## src/rtl/pe_status_pkg.sv

```systemverilog
package pe_status_pkg;
   typedef enum logic {
      OP_PROGRAM = 1'b0,
      OP_ERASE   = 1'b1
   } op_kind_t;
endpackage

```

## src/rtl/pe_op_capture.sv

```systemverilog
module pe_op_capture
   import pe_status_pkg::*;
(
   input  logic     clk,
   input  logic     rst_n,
   input  logic     op_start,
   input  op_kind_t kind_in,
   input  logic     wr_poll_bit,
   input  logic     busy,
   output logic     active,
   output op_kind_t kind,
   output logic     poll_val
);
   always_ff @(posedge clk or negedge rst_n) begin
      if (!rst_n) begin
         active   <= 1'b0;
         kind     <= OP_PROGRAM;
         poll_val <= 1'b0;
      end else if (op_start) begin
         active   <= 1'b1;
         kind     <= kind_in;
         poll_val <= (kind_in == OP_ERASE) ? 1'b0 : ~wr_poll_bit;
      end else begin
         active   <= active & busy;
      end
   end


   start_sets_active_chk: assert property (@(posedge clk) disable iff (!rst_n)
      op_start |=> active);

   idle_ends_active_chk: assert property (@(posedge clk) disable iff (!rst_n)
      (!op_start && !busy) |=> !active);

   capture_hold_chk: assert property (@(posedge clk) disable iff (!rst_n)
      (!op_start && active) |=> ($stable(poll_val) && $stable(kind)));
endmodule

```

## src/rtl/pe_toggle.sv

```systemverilog
module pe_toggle (
   input  logic clk,
   input  logic rst_n,
   input  logic op_start,
   input  logic active,
   input  logic rd_strobe,
   output logic tog
);
   always_ff @(posedge clk or negedge rst_n) begin
      if (!rst_n)
         tog <= 1'b0;
      else if (op_start)
         tog <= 1'b0;
      else if (active && rd_strobe)
         tog <= ~tog;
   end


   start_clears_tog_chk: assert property (@(posedge clk) disable iff (!rst_n)
      op_start |=> !tog);

   read_flips_tog_chk: assert property (@(posedge clk) disable iff (!rst_n)
      (!op_start && active && rd_strobe) |=> (tog != $past(tog)));

   no_read_holds_tog_chk: assert property (@(posedge clk) disable iff (!rst_n)
      (!op_start && !rd_strobe) |=> $stable(tog));
endmodule

```

## src/rtl/pe_read_mux.sv

```systemverilog
module pe_read_mux #(
   parameter int DATA_W     = 8,
   parameter int POLL_BIT   = 7,
   parameter int TOGGLE_BIT = 6
) (
   input  logic              clk,
   input  logic              rst_n,
   input  logic              active,
   input  logic              erase_op,
   input  logic              poll_val,
   input  logic              tog,
   input  logic [DATA_W-1:0] array_data,
   output logic [DATA_W-1:0] rd_data,
   output logic [DATA_W-1:0] rd_oe
);
   localparam logic [DATA_W-1:0] STATUS_MASK =
      (DATA_W'(1) << POLL_BIT) | (DATA_W'(1) << TOGGLE_BIT);

   for (genvar i = 0; i < DATA_W; i++) begin : g_bit
      if (i == POLL_BIT) begin : g_poll
         assign rd_data[i] = active ? poll_val : array_data[i];
         assign rd_oe[i]   = 1'b1;
      end else if (i == TOGGLE_BIT) begin : g_tog
         assign rd_data[i] = active ? tog : array_data[i];
         assign rd_oe[i]   = 1'b1;
      end else begin : g_float
         assign rd_data[i] = active ? 1'b0 : array_data[i];
         assign rd_oe[i]   = ~active;
      end
   end


   busy_mask_chk: assert property (@(posedge clk) disable iff (!rst_n)
      active |-> (rd_oe == STATUS_MASK));

   idle_pass_chk: assert property (@(posedge clk) disable iff (!rst_n)
      !active |-> ((rd_data == array_data) && (&rd_oe)));

   erase_poll_low_chk: assert property (@(posedge clk) disable iff (!rst_n)
      (active && erase_op) |-> !rd_data[POLL_BIT]);
endmodule

```

## src/rtl/pe_status_gen.sv

```systemverilog
module pe_status_gen
   import pe_status_pkg::*;
#(
   parameter int DATA_W     = 8,
   parameter int POLL_BIT   = 7,
   parameter int TOGGLE_BIT = 6
) (
   input  logic              clk,
   input  logic              rst_n,
   input  logic              op_start,
   input  logic              op_is_erase,
   input  logic [DATA_W-1:0] wr_byte,
   input  logic              seq_busy,
   input  logic              rd_strobe,
   input  logic [DATA_W-1:0] array_data,
   output logic [DATA_W-1:0] rd_data,
   output logic [DATA_W-1:0] rd_oe
);
   if (POLL_BIT == TOGGLE_BIT || POLL_BIT >= DATA_W || TOGGLE_BIT >= DATA_W)
   begin : g_bad_cfg
      $error("pe_status_gen: status bit positions invalid");
   end

   logic     active;
   op_kind_t kind;
   logic     poll_val;
   logic     tog;

   pe_op_capture u_cap (
      .clk        (clk),
      .rst_n      (rst_n),
      .op_start   (op_start),
      .kind_in    (op_is_erase ? OP_ERASE : OP_PROGRAM),
      .wr_poll_bit(wr_byte[POLL_BIT]),
      .busy       (seq_busy),
      .active     (active),
      .kind       (kind),
      .poll_val   (poll_val)
   );

   pe_toggle u_tog (
      .clk      (clk),
      .rst_n    (rst_n),
      .op_start (op_start),
      .active   (active),
      .rd_strobe(rd_strobe),
      .tog      (tog)
   );

   pe_read_mux #(
      .DATA_W    (DATA_W),
      .POLL_BIT  (POLL_BIT),
      .TOGGLE_BIT(TOGGLE_BIT)
   ) u_mux (
      .clk       (clk),
      .rst_n     (rst_n),
      .active    (active),
      .erase_op  (kind == OP_ERASE),
      .poll_val  (poll_val),
      .tog       (tog),
      .array_data(array_data),
      .rd_data   (rd_data),
      .rd_oe     (rd_oe)
   );
endmodule

```

## config.mk

```make
export PLATFORM = sky130hd
export DESIGN_NAME = pe_status_gen
export DESIGN_NICKNAME = d
export VERILOG_FILES = /design/src/rtl/pe_status_pkg.sv /design/src/rtl/pe_op_capture.sv /design/src/rtl/pe_toggle.sv /design/src/rtl/pe_read_mux.sv /design/src/rtl/pe_status_gen.sv
export SDC_FILE = /design/constraint.sdc
export NUM_CORES = 1
export LEC_CHECK = 0
export BUFFER_PORTS_ARGS = -buffer_cell sky130_fd_sc_hd__buf_2
export CORE_AREA = 2 2 39 41
export CTS_BUF_LIST = sky130_fd_sc_hd__clkbuf_8
export DETAILED_ROUTE_END_ITERATION = 7
export DIE_AREA = 0 0 41 43
export PLACE_DENSITY = 0.7
export SLEW_MARGIN = 20
export SYNTH_ARGS = -nofsm -noshare
export SYNTH_HDL_FRONTEND = slang
export SYNTH_SLANG_ARGS = --single-unit
export TNS_END_PERCENT = 20
```

## constraint.sdc

```tcl
create_clock -name clk -period 1.18 [get_ports clk]
set_clock_uncertainty 0.15 [all_clocks]
set_input_delay 0.295 -clock clk [delete_from_list [all_inputs] [get_ports clk]]
set_output_delay 0.295 -clock clk [all_outputs]
set_load 0.02 [all_outputs]
```

==> key figures <==
Global routing
  • First-pass GRT wire length: slightly below 900 um
  • Number of global-route vias before repair: roughly 260
  • Largest net degree at the start of global routing: 11
  • Gr usage total: 0.0775
  • Initial antenna violation count: 0
  • GRT overflow: 0

Clock network
  • Clock root cell: clkbuf_8
  • H-tree levels: 1
  • CTS buffer count: 3
  • Clk buf depth: 2
  • Worst-path clk slew: 0.03 ns
  • CTS tree: yes
  • Clock sink count: 3
  • Worst-skew pair later-pin latency: 0.21 ns

Route
  • Wire per inst: 8.88 um
  • DR vias/cell: 3.88
  • Initial DRC Count: 2
  • Antenna viol nets, final: 0
  • Router iterations before antenna repair: 4
  • Routed WL: 639 um
  • Drt drc: 0
  • DR vias: 279

Setup path
  • CP startpoint kind: flip-flop
  • CP arrival: ~1.1 ns
  • Worst Setup End Kind: output port
  • CP Class: flip-flop to output port
  • Worst Path Required: 0.73 ns
  • Critical path fanouts, max: 3

Synth
  • Top cells by area, synth: dfrtp_1 (29%), buf_4 (21%), nor2b_1 (15%)
  • FF+latch count, synth: 3
  • Top cells by count, synth: buf_4 (7), nor2b_1 (6), dfrtp_1 (3), mux2_2 (3)
  • Seq/Total Area, Yosys: 0.294
  • Yosys cell types: 12
  • Share of the synthesized area in the top cell type: 0.294
  • Most numerous cell in the Yosys netlist: buf_4
  • Post-synthesis async set-or-reset flop share: 1.00
  • Post-synth top area cell: dfrtp_1
  • Cells after Synth: 27
  • Number of flops mapped to enable cells by yosys: 0
  • Prevailing post-synth register cell: dfrtp_1
  • Mean post-synth cell area: 9.45 um2
  • Post-Syn Area: around 260 um2
  • Ys Warns: 0

Cells and area
  • Filler cells: 155
  • Non-Filler Instances: just over 70
  • Util after Layout: 0.345
  • Final net count: 79
  • Area delta synth->final: 87.3%
  • Share of cells above drive strength 1: 0.696
  • Ant diodes: 0

Place
  • Placed cell count: 66
  • Routability cong.: 0.620
  • I/O Buffers: 28
  • HPWL Detailed: 453 um

Power
  • Power Dens Cells: ~1200 nW/um2
  • Static Leakage: between 0.2 and 0.3 nW
  • Peak supply drop: 518 uV

Status
  • Violated checks: setup timing
  • Status: finished, violations left

STA
  • Hold Vio Cnt, Final: 0
  • RSZ-0062 raised after global routing: true
  • Final Max Slew Viols: 0
  • Final WS setup: -0.344 ns
  • Tcrit/Tclk final: 1.29
  • F_max: 656 MHz
  • Min cycle time layout: roughly 1.5 ns
  • Final setup viols: 15

Floorplan
  • DIE AREA: 1760 um2
  • Core area: ~1400 um2
  • Number of placed I/O pins: 38
  • Starting Density: 0.184
  • Die X: 41 um
  • Chip height: 43 um
  • Num rows: 14

Min path
  • Worst Hold Class: input port to flip-flop

Run
  • Max_cap viols: 0
[report_power, final]
part	leakage, nW	internal [mW]	switching [mW]
sequential	0.0369	0.112	0.00613
clock	0.0269	0.221	0.0658
combinational	0.202	0.0921	0.0893
[cells in the final DEF, fill, tap and decap left out]
cell,netlist,layout
mux2_2,3,1
nor2b_1,6,6
mux2_4,0,2
clkbuf_8,0,3
dlygate4sd3_1,0,1
a21oi_2,1,1
buf_2,0,19
nand3b_1,1,1
buf_4,7,9
nor2_1,1,1
conb_1,1,2
a21o_1,1,1
clkinvlp_4,0,1
a21bo_1,1,1
buf_6,1,3
dfrtp_1,3,3
inv_1,1,1
[path summary, 6_finish.rpt]
kind                       slack (ns)  depth (start not counted)           start              to
max                             -0.34                          2    u_cap.active      rd_data[7]
min                              0.12                          2        op_start       u_tog.tog
max reg2reg                     -0.02                          4    u_cap.active       u_tog.tog
min reg2reg                      0.36                          1  u_cap.poll_val  u_cap.poll_val
max in group asynchronous        0.50                          2           rst_n       u_tog.tog
min in group asynchronous        0.28                          2           rst_n  u_cap.poll_val
[critical path: stages (launching register included)]
cell and delay, ns:
dfrtp_1 0.41, mux2_4 0.32, buf_6 0.13
[area by class of cell]
type | count | area, um2 | share of cell area
multi-input combinational | 16 | 124 | 0.259
timing repair buffer | 32 | 206 | 0.432
clock buffer | 3 | 41.3 | 0.0864
tap | 16 | 20.0 | 0.0419
clock inverter | 1 | 3.75 | 0.00785
inverter | 1 | 7.51 | 0.0157
sequential | 3 | 75.1 | 0.157
[kinds of logic (layout without fill, tap and decap cells)]
family / count (synthesis) / in the layout / synth area share
compound gates: 3 / 3 / 0.103
buf+inv: 9 / 37 / 0.265
flops: 3 / 3 / 0.294
mux: 3 / 3 / 0.132
other cells: 1 / 2 / 0.0147
simple gates: 8 / 8 / 0.191
[metrics by stage]
stage	hold WS [ns]	power (mW)	area (um2)	setup TNS [ns]	setup WS, ns
after floorplan	-0.151	0.230	263	-1.42	-0.141
after global placement	-0.0591	0.266	374	-1.40	-0.119
after detailed placement	-0.0573	0.268	374	-1.48	-0.111
after CTS	0.121	0.569	444	-4.59	-0.339
after global routing	0.136	0.618	478	-5.29	-0.390
final	0.122	0.586	478	-4.32	-0.344
[sequential cells by signal, summed over array words and instances, names as in the netlist]
signal          count
u_tog.tog           1
u_cap.poll_val      1
u_cap.active        1
[routing by layer]
metal	GRT usage	share of wire
met1	0.0649	0.32
met2	0.141	0.55
met3	0.0157	0.092
met4	0.0600	0.034
met5	0	0
[timing repair]
| item | 4_1_cts | 5_1_grt |
|---|---|---|
| endpoints found under the setup margin | 14 | 14 |
| hold buffers | 1 | 0 |
| buffers inserted | 0 | 1 |
| resized for setup | 6 | 8 |
| hold endpoints to repair | 3 | 0 |
Power figures use the tool's default switching activity.
